File: src/rtl/sdram_chk_pkg.sv
package sdram_chk_pkg;

    typedef enum logic [2:0] {
        CMD_LMR = 3'b000,
        CMD_REF = 3'b001,
        CMD_PRE = 3'b010,
        CMD_ACT = 3'b011,
        CMD_WR  = 3'b100,
        CMD_RD  = 3'b101,
        CMD_BST = 3'b110,
        CMD_NOP = 3'b111
    } cmd_e;

    typedef enum logic [2:0] {
        ERR_NONE     = 3'd0,
        ERR_EARLY    = 3'd1,
        ERR_RW_IDLE  = 3'd2,
        ERR_ACT_OPEN = 3'd3,
        ERR_LMR_OPEN = 3'd4,
        ERR_REF_OPEN = 3'd5,
        ERR_TRC      = 3'd6
    } err_e;

    typedef enum logic [1:0] {
        BK_IDLE   = 2'd0,
        BK_OPEN   = 2'd1,
        BK_APWAIT = 2'd2
    } bank_st_e;

    typedef struct packed {
        logic valid;
        cmd_e op;
    } cmd_t;

    function automatic cmd_t decode_cmd(input logic cke, input logic cs_n,
                                        input logic ras_n, input logic cas_n,
                                        input logic we_n);
        cmd_t c;
        c.valid = cke & ~cs_n;
        c.op    = cmd_e'({ras_n, cas_n, we_n});
        return c;
    endfunction

    function automatic int max2(input int a, input int b);
        return (a > b) ? a : b;
    endfunction

endpackage

File: src/rtl/sdram_bank_tracker.sv
module sdram_bank_tracker
    import sdram_chk_pkg::*;
#(
    parameter int ROW_W     = 12,
    parameter int TRP       = 3,
    parameter int BURST_LEN = 4
) (
    input  logic             clk,
    input  logic             rst,
    input  logic             do_act,
    input  logic             do_close,
    input  logic             do_autopre,
    input  logic [ROW_W-1:0] row_in,
    output logic             row_held,
    output logic             busy,
    output logic [ROW_W-1:0] row_q
);
    localparam int CW = $clog2(max2(TRP, BURST_LEN) + 1);

    bank_st_e       st;
    logic [CW-1:0]  cnt;

    always_ff @(posedge clk) begin
        if (rst) begin
            st    <= BK_IDLE;
            cnt   <= '0;
            row_q <= '0;
        end else begin
            case (st)
                BK_IDLE: begin
                    if (do_act) begin
                        st    <= BK_OPEN;
                        row_q <= row_in;
                    end else if (do_close) begin
                        cnt <= CW'(TRP - 1);
                    end else if (cnt != '0) begin
                        cnt <= cnt - CW'(1);
                    end
                end
                BK_OPEN: begin
                    if (do_close) begin
                        st  <= BK_IDLE;
                        cnt <= CW'(TRP - 1);
                    end else if (do_autopre) begin
                        st  <= BK_APWAIT;
                        cnt <= CW'(BURST_LEN);
                    end
                end
                BK_APWAIT: begin
                    if (cnt <= CW'(1)) begin
                        st  <= BK_IDLE;
                        cnt <= CW'(TRP - 1);
                    end else begin
                        cnt <= cnt - CW'(1);
                    end
                end
                default: begin
                    st  <= BK_IDLE;
                    cnt <= '0;
                end
            endcase
        end
    end

    assign row_held = (st != BK_IDLE);
    assign busy     = (st == BK_APWAIT) || (cnt != '0);

    // the legality logic only opens a bank that is idle and recovered
    a_r3_act_only_from_idle: assert property (@(posedge clk) disable iff (rst)
        do_act |-> (st == BK_IDLE && cnt == '0));

    // an accepted activate leaves the bank holding the sampled row
    a_r2_act_latches_row: assert property (@(posedge clk) disable iff (rst)
        do_act |=> (row_held && row_q == $past(row_in)));

    // auto-precharge is only accepted on a bank with a row open
    a_r7_autopre_from_open: assert property (@(posedge clk) disable iff (rst)
        do_autopre |-> (st == BK_OPEN));

    // a precharge leaves the bank closed and, when TRP exceeds one, recovering
    a_r6_close_starts_recovery: assert property (@(posedge clk) disable iff (rst)
        (do_close && TRP > 1) |=> (!row_held && busy));

    // an unselected, untouched open bank keeps its row
    a_r11_row_stable: assert property (@(posedge clk) disable iff (rst)
        (st == BK_OPEN && !do_close && !do_autopre) |=> $stable(row_q));
endmodule

File: config.mk
export PLATFORM = sky130hd
export DESIGN_NAME = sdram_bank_tracker
export DESIGN_NICKNAME = d
export VERILOG_FILES = /design/src/rtl/sdram_chk_pkg.sv /design/src/rtl/sdram_bank_tracker.sv
export SDC_FILE = /design/constraint.sdc
export NUM_CORES = 1
export LEC_CHECK = 0
export ABC_AREA = 1
export BUFFER_PORTS_ARGS = -buffer_cell sky130_fd_sc_hd__buf_4
export CAP_MARGIN = 20
export CORE_ASPECT_RATIO = 1.5
export CORE_UTILIZATION = 40
export CTS_CLUSTER_SIZE = 10
export DETAILED_ROUTE_END_ITERATION = 10
export PLACE_DENSITY = 0.67
export SYNTH_ARGS = -nofsm -noshare
export SYNTH_HDL_FRONTEND = slang
export SYNTH_SLANG_ARGS = --single-unit
File: constraint.sdc
create_clock -name clk -period 2.2 [get_ports clk]
set_input_delay 0.22 -clock clk [delete_from_list [all_inputs] [get_ports clk]]
set_output_delay 0.22 -clock clk [all_outputs]
set_load 0.03 [all_outputs]
==> results of run 1 <==
through the flow:
| step | setup slack (ns) | hold WS (ns) | instances | util [%] | cell area (sq um) |
|---|---|---|---|---|---|
| 2_1_floorplan | 0.9560 | 0.2824 | 114 | - | 824.5 |
| 3_3_place_gp | 0.8506 | 0.4247 | 162 | 56.43 | 1060 |
| 3_5_place_dp | 0.8368 | 0.4240 | 162 | 56.43 | 1060 |
| 4_1_cts | 0.4985 | 0.1033 | 166 | 57.89 | 1087 |
| 5_1_grt | 0.4538 | 0.1080 | 166 | 57.89 | 1087 |
| 6_report | 0.5134 | 0.1116 | 166 | 57.89 | 1087 |
path summary, 6_finish.rpt:
check,cells after the start,startpoint,endpoint
min,2,rst,cnt[1]$_SDFFE_PP0P_
max,5,cnt[0]$_SDFFE_PP0P_,busy
max reg2reg,5,st[0]$_SDFFE_PP0P_,row_q[3]$_SDFFE_PP0P_
min reg2reg,2,cnt[1]$_SDFFE_PP0P_,cnt[1]$_SDFFE_PP0P_
cell families after synthesis:
kind of cell / share of synthesized area [%]
buf+inv: 7.436
fa+ha+maj: 4.553
compound gates: 13.35
simple gates: 33.39
flops: 41.28
worst max-delay path, cell delays in order (launching register included):
cell     delay, ns
dfxtp_1       0.35
inv_1         0.12
ha_1          0.15
nand2_1       0.09
or2_2         0.30
buf_4         0.17
registers in the layout, summed over array words and instances (netlist names):
signal  flops
row_q      12
cnt         3
st          2
layer usage:
layer / vias up / routed length, microns
li1: 427 / -
met1: 353 / 696
met2: 23 / 887
met3: 4 / 73
met4: 0 / 25
met5: - / 0
area by class of cell:
cell class	count	area [sq um]	share of cell area (%)
inverters	12	45.04	4.143
flip-flops and latches	17	340.3	31.30
clock inverters	1	5.005	0.4603
repair buffers	30	225.2	20.71
clock buffers	3	22.52	2.071
well taps	21	26.28	2.417
multi-input cells	82	422.9	38.90
power by group through the flow:
stage | combinational, mW | sequential (mW) | clock (mW)
after floorplan | 0.211 | 0.427 | 0
after global placement | 0.365 | 0.378 | 0
after detailed placement | 0.367 | 0.380 | 0
after CTS | 0.370 | 0.373 | 0.170
after global routing | 0.406 | 0.378 | 0.183
final | 0.365 | 0.373 | 0.164
cell usage after synthesis (all sizes together):
cell type	instances	area share [%]
a21oi	4	2.9
buf	2	1.4
inv	12	5.5
nor2	29	15
nand3	7	4.9
or2	1	0.76
clkbuf	1	0.61
o2111ai	1	1.1
ha	3	4.6
o211ai	1	0.91
nor3	1	2.0
dfxtp	17	41
o21ai	14	8.5
nand2	21	11
==> metrics.csv, run 1 <==
stage,metric,value,unit
global_routing,grt_max_degree,16,
clock_tree,htree_levels,1,
pwr,p_sw_share,38.56,%
pwr,p_per_area,829.4,nW/um^2
routing,ant_nets,0,
die,dieArea,2251,sq um
die,rows,19,
clock_tree,cts_root_buffer,clkbuf_4,
clock_tree,clockBufferDepth,2,
die,core_area,1878,sq um
critical_path,crit_arrival,1.47,ns
layout,syn2layout_area_growth,31.87,%
routing,dr.pass1.iters,4,
layout,fin_nets,166,
clock_tree,worstSkewPairLatency,0.29,ns
clock_tree,cts_buffers,3,
synth,yosysWarnings,0,
die,io_pins,31,
sta,max_freq,592.9,MHz
pwr,p_leak,0.5415,nW
routing,drc_errors,0,
critical_path,worst-setup-path-type,register to output pin,
die,dieWidth,39.07,microns
global_routing,gr-usage-met3,1.946,%
critical_path,worst-path-max-fanout,4,
synth,syn_area_per_cell,7.233,sq um
critical_path,rrSetupSlack,0.90,ns
global_routing,gr-usage-met2,31.19,%
die,start_util,43.90,%
clock_tree,clkTransAtPathRegs,0.10,ns
routing,wl,1.683,mm
synth,syn_inst,114,
synth,syn_area,824.5,sq um
place,port_buffers,30,
clock_tree,cts_tree,done,
global_routing,globalRouteOverflowTotal,0,
pwr,peakVddDrop,0.0005124,V
sta,hold_violations,0,
pwr,seq_power_share,41.3,%
pwr,share_comb_of_total_power,40.5,%
sta,finalSetupViolations,0,
synth,syn_nets,134,
routing,dr.first_iter.drc_count,11,
sta,drv_slew,0,
sta,tightest_slew,0.3677,ns
pwr,total_power,0.9018,mW
die,dieHeight,57.61,microns
sta,fin_skew,0.005357,ns
layout,final_cell_mix,"30 x buf_4, 27 x nor2_1, 19 x nand2_1",
pwr,clkPwrFrac,18.2,%
global_routing,grt.met1_usage,17.28,%
sta,finalCriticalPeriod,1.687,ns
critical_path,cp-start-kind,register,
pwr,power.net_switching,0.3477,mW
sta,min_period_over_period,76.66,%
synth,ys_seq_area_share,41.27,%
status,status,completed,
synth,synth.ff_latch_count,17,
clock_tree,cts_setup_buffers,0,
layout,nFillCells,188,
worst_hold_path,hp-class,primary input to register,
global_routing,grt_antenna_before_repair,0,
layout,drive_gt1_share,30.34,%
global_routing,grt_pass1_wl,2.760,mm
run,maxCapViolations,0,
global_routing,top_usage_layer,met2,
layout,num_antenna_cells,0,
clock_tree,cts_resized,0,
place,gp_congestion,0.6817,
clock_tree,hold_buffers,0,
critical_path,endpoint_kind,output pin,
clock_tree,cts_sinks,17,
critical_path,critPathRequiredTime,1.98,ns
layout,layout_commonest_cell,buf_4,
routing,vias,807,
routing,routed_via_density,4.861,
sta,totalNegativeSetupSlack,0,ns
sta,rsz0062_at_grt,no,
sta,worst_slew_margin_rel,75.46,%
global_routing,grt_pass1_vias,743,
routing,routedWlPerCell,10.14,microns
place,place_hpwl,1.293,mm
global_routing,grt_usage,16.96,%
synth,synth_cell_types,21,
pwr,internal_power,0.5541,mW
Power figures use the tool's default switching activity.
==> inputs of run 2 (changes only) <==
--- a/config.mk
+++ b/config.mk
@@ -5,7 +5,7 @@
 export SDC_FILE = /design/constraint.sdc
 export NUM_CORES = 1
 export LEC_CHECK = 0
-export ABC_AREA = 1
+export ABC_AREA = 0
 export BUFFER_PORTS_ARGS = -buffer_cell sky130_fd_sc_hd__buf_4
 export CAP_MARGIN = 20
 export CORE_ASPECT_RATIO = 1.5
==> constraint.sdc (replaced) <==
create_clock -name clk -period 1.6 [get_ports clk]
set_input_delay 0.16 -clock clk [delete_from_list [all_inputs] [get_ports clk]]
set_output_delay 0.16 -clock clk [all_outputs]
set_load 0.03 [all_outputs]
==> run 2 against run 1 <==
Hold slack worse by 0.0015 ns. Register-to-register slack worse by 0.77 ns. Cell area rose by 0.58%. Die area fell by 0.29%. Total power grew 11%. Worst setup slack lost 0.49 ns. Clock power is 38% higher. Area after synthesis fell by 0.30%. Clock skew decreased by 0.0015 ns. Wire length grew 7.1%. Critical endpoint unchanged. Largest cell class unchanged. Highest routed layer unchanged.
==> metrics.csv, run 2 <==
stage,metric,value,unit,change
status,status,completed,,unchanged
synth,synth_edf_count,0,,unchanged
routing,drc_errors,0,,unchanged
synth,ys_top_cells_by_count,"28 x nand2_1, 17 x dfxtp_1, 14 x a21oi_1",,"was 27 x nor2_1, 19 x nand2_1, 17 x dfxtp_1"
worst_hold_path,holdPathEnd,row_q[9]$_SDFFE_PP0P_,,was cnt[1]$_SDFFE_PP0P_
routing,routed_via_density,5.098,,was 4.861
sta,drv_slew,0,,unchanged
layout,num_antenna_cells,0,,unchanged
clock_tree,worstSkewPairLatency,0.29,ns,about the same
pwr,p_sw_share,31.72,%,was 38.56%
worst_hold_path,holdPathStages,3,,was 2
synth,ys.flop_type,dfxtp_1,,unchanged
pwr,internal_power,0.6820,mW,was 0.5541 mW
pwr,peakVddDrop,0.0006122,V,was 0.0005124 V
synth,async_reset_ff_share,0,%,unchanged
die,dieWidth,39.02,microns,was 39.07 microns
synth,ys_seq_area_share,41.40,%,was 41.27%
global_routing,grt_usage,17.98,%,was 16.96%
critical_path,endpoint_kind,output pin,,unchanged
worst_hold_path,hp-class,primary input to register,,unchanged
synth,synth_cell_types,29,,was 21
synth,syn_area_per_cell,8.139,sq um,was 7.233 sq um
synth,synth.most_common_cell,nand2_1,,was nor2_1
sta,finalCriticalPeriod,1.581,ns,
clock_tree,cts_buffers,3,,unchanged
die,io_pins,31,,unchanged
sta,fin_ws,0.01865,ns,was 0.5134 ns
synth,yosysTopAreaCell,dfxtp_1,,unchanged
layout,syn2layout_area_growth,33.03,%,was 31.87%
die,dieHeight,57.52,microns,was 57.61 microns
global_routing,grt_max_degree,17,,was 16
clock_tree,clkTransAtPathRegs,0.09,ns,was 0.10 ns
clock_tree,cts_sinks,17,,unchanged
pwr,clkPwrFrac,22.6,%,was 18.2%
critical_path,worstRegToRegCells,6,,was 5
synth,syn_area,822.0,sq um,was 824.5 sq um
critical_path,worst-setup-path-type,register to output pin,,unchanged
sta,fin_skew,0.003898,ns,was 0.005357 ns
die,core_area,1878,sq um,unchanged
layout,final_cell_mix,"31 x buf_4, 28 x nand2_1, 14 x a21oi_1, 14 x dfxtp_1, 5 x nor2_1",,"was 30 x buf_4, 27 x nor2_1, 19 x nand2_1"
sta,rsz0062_at_grt,yes,,was no
layout,drive_gt1_share,35.61,%,was 30.34%
place,dpl_cell_area,1046,sq um,was 1060 sq um
global_routing,grt_pass1_vias,731,,was 743
critical_path,r2r-start,cnt[0]$_SDFFE_PP0P_,,was st[0]$_SDFFE_PP0P_
critical_path,worstSetupStartpoint,st[0]$_SDFFE_PP0P_,,was cnt[0]$_SDFFE_PP0P_
pwr,seq_power_share,47.8,%,was 41.3%
routing,ant_nets,0,,unchanged
synth,syn_inst,101,,was 114
critical_path,cp-start-kind,register,,unchanged
layout,fin_nets,153,,was 166
pwr,p_per_area,913.3,nW/um^2,was 829.4 nW/um^2
critical_path,crit_arrival,1.42,ns,was 1.47 ns
pwr,share_comb_of_total_power,29.6,%,was 40.5%
global_routing,gr-usage-met2,31.67,%,was 31.19%
layout,largest_reg_flops,12,,unchanged
layout,design_area,1094,sq um,was 1087 sq um
synth,syn_nets,121,,was 134
pwr,p_leak,0.5001,nW,was 0.5415 nW
die,dieArea,2244,sq um,was 2251 sq um
place,port_buffers,30,,unchanged
global_routing,top_usage_layer,met2,,unchanged
sta,finalSetupViolations,0,,unchanged
layout,regMostFlops,row_q,,unchanged
pwr,total_power,0.9987,mW,was 0.9018 mW
clock_tree,htree_levels,1,,unchanged
clock_tree,hold_buffers,0,,unchanged
clock_tree,cts_tree,done,,unchanged
clock_tree,clockBufferDepth,2,,unchanged
global_routing,grt.met1_usage,19.61,%,was 17.28%
clock_tree,cts_root_buffer,clkbuf_4,,unchanged
global_routing,grt_antenna_before_repair,0,,unchanged
sta,tightest_slew,0.3963,ns,was 0.3677 ns
critical_path,critPathRequiredTime,1.44,ns,was 1.98 ns
run,maxCapViolations,0,,unchanged
synth,synth_area_leaders,"dfxtp_1 41%, nand2_1 13%, a21oi_1 8.5%",,"was dfxtp_1 41%, nor2_1 12%, nand2_1 8.6%"
routing,vias,780,,was 807
sta,hold_violations,0,,unchanged
layout,layout_commonest_cell,buf_4,,unchanged
sta,whs,0.1101,ns,was 0.1116 ns
critical_path,worst-path-max-fanout,6,,was 4
global_routing,globalRouteOverflowTotal,0,,unchanged
synth,synth_top_area_share,41.40,%,was 41.27%
routing,wl,1.802,mm,was 1.683 mm
routing,dr.first_iter.drc_count,12,,was 11
routing,routedWlPerCell,11.78,microns,was 10.14 microns
place,post-place-ws,0.02998,ns,was 0.8368 ns
critical_path,worstReg2RegEnd,cnt[1]$_SDFFE_PP0P_,,was row_q[3]$_SDFFE_PP0P_
routing,dr.pass1.iters,4,,unchanged
synth,yosysWarnings,0,,unchanged
layout,fin_util,58.23,%,was 57.89%
global_routing,gr-usage-met3,2.724,%,was 1.946%
global_routing,grt_pass1_wl,2.904,mm,was 2.760 mm
critical_path,rrSetupSlack,0.13,ns,was 0.90 ns
worst_hold_path,hp-start,row_in[9],,was rst
pwr,power.net_switching,0.3168,mW,was 0.3477 mW
synth,synth.ff_latch_count,17,,unchanged
die,rows,19,,unchanged
place,gp_congestion,0.8426,,was 0.6817
layout,reg_top3,"row_q: 12 flops, cnt: 3 flops, st: 2 flops",,unchanged
sta,min_period_over_period,98.83,%,
die,start_util,43.77,%,was 43.90%
sta,max_freq,632.4,MHz,
sta,worst_slew_margin_rel,73.51,%,was 75.46%
place,place_hpwl,1.374,mm,was 1.293 mm
-- run 2: cell count changes in the layout (fill, tap and decap cells not counted), moves of 3 or more --
cell / previous run / this run
o21ai_0: 14 / 2
nand2_1: 19 / 28
a21oi_1: 3 / 14
dfxtp_1: 17 / 14
inv_1: 10 / 4
nand3_1: 6 / 1
nor2_1: 27 / 5
-- run 2: critical path, cell delays in order (launching register included) --
cell and delay [ns]:
dfxtp_4 0.37, and2b_2 0.23, or3b_1 0.37, buf_6 0.15
-- run 2: cell families (layout without fill, tap and decap cells) --
family	Yosys count	count (layout)	synth area share (%)
AOI/OAI and AO/OA	29	29	24.20
buffers and inverters	11	42	7.001
DFF	17	17	41.40
adders and majority gates	3	3	4.567
xor gates and xnor gates	1	1	1.066
and+or+nand+nor	40	40	21.77
-- run 2: layout make-up --
cell class | instances | area [sq um]
Timing Repair Buffer | 32 | 244.0
Fill cell | 189 | 784.5
Multi-Input combinational cell | 73 | 425.4
Tap cell | 21 | 26.28
Sequential cell | 17 | 349.1
Clock buffer | 4 | 26.28
Inverter | 6 | 22.52
-- run 2: through the flow --
stage	cells	TNS, ns
global route	153	-0.01953
global placement	148	0
detailed placement	148	0
floorplan	101	0
CTS	152	0
finish	153	0
-- run 2: worst max-delay path by stage --
stage	endpoint	slack (ns)	cells past startpoint
after floorplan	cnt[1]$_SDFFE_PP0P_	0.15	6
after global placement	cnt[1]$_SDFFE_PP0P_	0.1	6
after detailed placement	cnt[1]$_SDFFE_PP0P_	0.03	6
after CTS	busy	0.003	4
after global routing	busy	-0.02	3
final	busy	0.02	3
-- run 2: timing repair --
action	CTS	global route
hold endpoints to repair	0	0
setup endpoints to repair	1	1
resized for setup	2	7
buffers inserted	0	1
-- run 2: layer usage --
layer	up-vias	wire, microns
met1	349	771
met4	0	36
met2	27	891
met3	5	102
met5	-	0
li1	399	-
-- run 2: power groups by stage --
stage / clock network [mW] / logic, mW / registers, mW
final: 0.226 / 0.295 / 0.477
after global routing: 0.257 / 0.320 / 0.481
after CTS: 0.232 / 0.292 / 0.478
after detailed placement: 0 / 0.289 / 0.487
after global placement: 0 / 0.285 / 0.484
after floorplan: 0 / 0.158 / 0.519
==> inputs of run 3 (changes only) <==
==> constraint.sdc (replaced) <==
create_clock -name clk -period 1.5 [get_ports clk]
set_input_delay 0.15 -clock clk [delete_from_list [all_inputs] [get_ports clk]]
set_output_delay 0.15 -clock clk [all_outputs]
set_load 0.03 [all_outputs]
==> run 3 against run 2 <==
The run now ends with negative setup slack left. Wire length rose by 4.7%. Sequential share of layout area down 1.5 points. Cell area rose by 4.8%. Clock-buffer cell count unchanged. Critical path depth up 1. Flip-flop and latch count did not move. Critical path type unchanged. Critical endpoint unchanged. Largest cell class unchanged.
==> metrics.csv, run 3 (synthesis gave the netlist of run 2 again) <==
stage,metric,value,unit,change
status,status,finished with violations,,was completed
status,violations,negative setup slack,,
layout,drive_gt1_share,38.69,%,was 35.61%
clock_tree,cts_buffers,3,,unchanged
clock_tree,hold_buffers,0,,unchanged
layout,reg_top3,"row_q: 12 flops, cnt: 3 flops, st: 2 flops",,unchanged
global_routing,grt_usage,19.09,%,was 17.98%
die,dieArea,2244,sq um,unchanged
die,dieHeight,57.52,microns,unchanged
pwr,internal_power,0.7476,mW,was 0.6820 mW
clock_tree,clockBufferDepth,2,,unchanged
layout,layout_commonest_cell,buf_4,,unchanged
pwr,p_sw_share,31.24,%,was 31.72%
global_routing,globalRouteOverflowTotal,0,,unchanged
layout,design_area,1146,sq um,was 1094 sq um
clock_tree,cts_sinks,17,,unchanged
routing,highest_layer,met4,,unchanged
routing,drc_errors,0,,unchanged
sta,drv_slew,0,,unchanged
place,dpl_cell_area,1054,sq um,was 1046 sq um
sta,tightest_slew,0.4032,ns,was 0.3963 ns
die,io_pins,31,,unchanged
sta,hold_violations,0,,unchanged
layout,nFillCells,177,,was 189
routing,route.met3.wl,99,microns,was 102 microns
sta,finalSetupViolations,1,,was 0
sta,finalCriticalPeriod,1.507,ns,
clock_tree,htree_levels,1,,unchanged
layout,syn2layout_area_growth,39.42,%,was 33.03%
routing,routed_via_density,5.044,,was 5.098
sta,max_freq,663.4,MHz,
run,maxCapViolations,0,,unchanged
critical_path,worst_path_max_delay_cell,dfxtp_4,,unchanged
layout,num_antenna_cells,0,,unchanged
pwr,p_leak,0.5270,nW,was 0.5001 nW
critical_path,worst-path-max-fanout,4,,was 6
layout,fin_nets,158,,was 153
pwr,total_power,1.087,mW,was 0.9987 mW
layout,final_cell_mix,"36 x buf_4, 28 x nand2_1, 14 x a21oi_1, 14 x dfxtp_1, 5 x nor2_1",,"was 31 x buf_4, 28 x nand2_1, 14 x a21oi_1, 14 x dfxtp_1, 5 x nor2_1"
pwr,p_per_area,948.7,nW/um^2,was 913.3 nW/um^2
routing,dr.first_iter.drc_count,12,,unchanged
routing,drt-met1-wl,787,microns,was 771 microns
clock_tree,cts_root_buffer,clkbuf_4,,unchanged
place,gp_congestion,0.7582,,was 0.8426
global_routing,grt_antenna_before_repair,0,,unchanged
routing,wl,1.887,mm,was 1.802 mm
layout,regMostFlops,row_q,,unchanged
critical_path,critPathRequiredTime,1.35,ns,was 1.44 ns
pwr,seq_power_share,46.5,%,was 47.8%
place,port_buffers,30,,unchanged
routing,ant_nets,0,,unchanged
die,dieWidth,39.02,microns,unchanged
sta,worst_slew_margin_rel,73.05,%,was 73.51%
routing,vias,797,,was 780
sta,rsz0062_at_grt,yes,,unchanged
sta,min_period_over_period,100.5,%,
pwr,share_comb_of_total_power,32.0,%,was 29.6%
critical_path,worst-setup-path-type,register to output pin,,unchanged
routing,routedWlPerCell,11.94,microns,was 11.78 microns
critical_path,cp-start-kind,register,,unchanged
worst_hold_path,hp-class,primary input to register,,unchanged
critical_path,crit_arrival,1.36,ns,was 1.42 ns
critical_path,path_buf_inv,2,,was 1
clock_tree,cts_tree,done,,unchanged
critical_path,endpoint_kind,output pin,,unchanged
clock_tree,worstSkewPairLatency,0.28,ns,was 0.29 ns
clock_tree,clkTransAtPathRegs,0.09,ns,about the same
routing,dr.pass1.iters,4,,unchanged
pwr,clkPwrFrac,21.5,%,was 22.6%
critical_path,max_stage_delay,0.37,ns,about the same
critical_path,critical_path.cell_chain,"inv_4, ha_4, or3b_1, buf_6",,"was and2b_2, or3b_1, buf_6"
routing,dr_wl_met2,988,microns,was 891 microns
place,place_hpwl,1.401,mm,was 1.374 mm
global_routing,grt_max_degree,17,,unchanged
sta,fin_ws,-0.007408,ns,was 0.01865 ns
pwr,power.net_switching,0.3397,mW,was 0.3168 mW
global_routing,grt_pass1_vias,760,,was 731
die,rows,19,,unchanged
pwr,peakVddDrop,0.0006097,V,was 0.0006122 V
die,core_area,1878,sq um,unchanged
layout,largest_reg_flops,12,,unchanged
global_routing,grt_pass1_wl,3.063,mm,was 2.904 mm
die,start_util,43.77,%,unchanged
sta,fin_skew,0.001914,ns,was 0.003898 ns
critical_path,cpLargestDelayFamily,flip-flops,,was simple AND/OR/NAND/NOR gates
## run 3: changes by cell type in the layout (fill, tap and decap cells not counted), sizes merged
cell / change
buf: +5
## run 3: routing by layer
metal,global-route usage (%),vias up
li1,-,409
met1,21.78,360
met2,33.33,26
met3,2.335,2
met4,8.867,0
met5,0,-
## run 3: path summary, 6_finish.rpt
check,start,to,slack (ns),cells past startpoint
setup / recovery,cnt[0]$_SDFFE_PP0P_,busy,-0.007,4
hold reg to reg,row_q[0]$_SDFFE_PP0P_,row_q[0]$_SDFFE_PP0P_,0.46,2
setup reg to reg,cnt[0]$_SDFFE_PP0P_,cnt[1]$_SDFFE_PP0P_,0.10,6
hold / removal,row_in[9],row_q[9]$_SDFFE_PP0P_,0.11,3
## run 3: per-stage QoR
step	setup TNS (ns)	hold slack [ns]	utilization [%]	worst slack (ns)	std cells
6_report	-0.007408	0.1086	61.03	-0.007408	158
5_1_grt	-0.06559	0.08392	61.03	-0.06559	158
4_1_cts	-0.04169	0.09934	58.89	-0.04169	155
3_5_place_dp	-0.006062	0.4086	56.10	-0.006062	149
3_3_place_gp	0	0.3980	56.10	0.02454	149
2_1_floorplan	0	0.2860	-	0.05209	101
## run 3: worst register-to-register path: cells and delay by family, from the launching register on
kind	cells	cell delay, ns
adder cells (fa/ha/maj)	1	0.15
flip-flops	1	0.39
buffers and inverters	1	0.05
AO/OA/AOI/OAI	3	0.56
AND/OR/NAND/NOR	1	0.15
## run 3: power by group through the flow
stage,clock network [mW],registers (mW),logic (mW)
3_5_place_dp,0,0.516,0.313
4_1_cts,0.251,0.505,0.323
6_report,0.234,0.505,0.348
5_1_grt,0.278,0.511,0.379
3_3_place_gp,0,0.515,0.307
2_1_floorplan,0,0.554,0.169
## run 3: final cells by class
| class | instances | area (sq um) | share of cell area [%] |
|---|---|---|---|
| timing repair buffer | 37 | 281.5 | 24.56 |
| clock buffer | 4 | 26.28 | 2.293 |
| inverter | 6 | 25.02 | 2.183 |
| sequential | 17 | 349.1 | 30.46 |
| multi-input combinational | 73 | 437.9 | 38.21 |
| tap | 21 | 26.28 | 2.293 |
## run 3: repair_timing
| item | CTS | global route |
|---|---|---|
| endpoints found under the setup margin | 2 | 3 |
| pin swaps | 1 | 1 |
| hold endpoints to repair | 0 | 0 |
| gates cloned | 0 | 0 |
| buffers inserted | 2 | 3 |
| gates resized for setup | 7 | 5 |
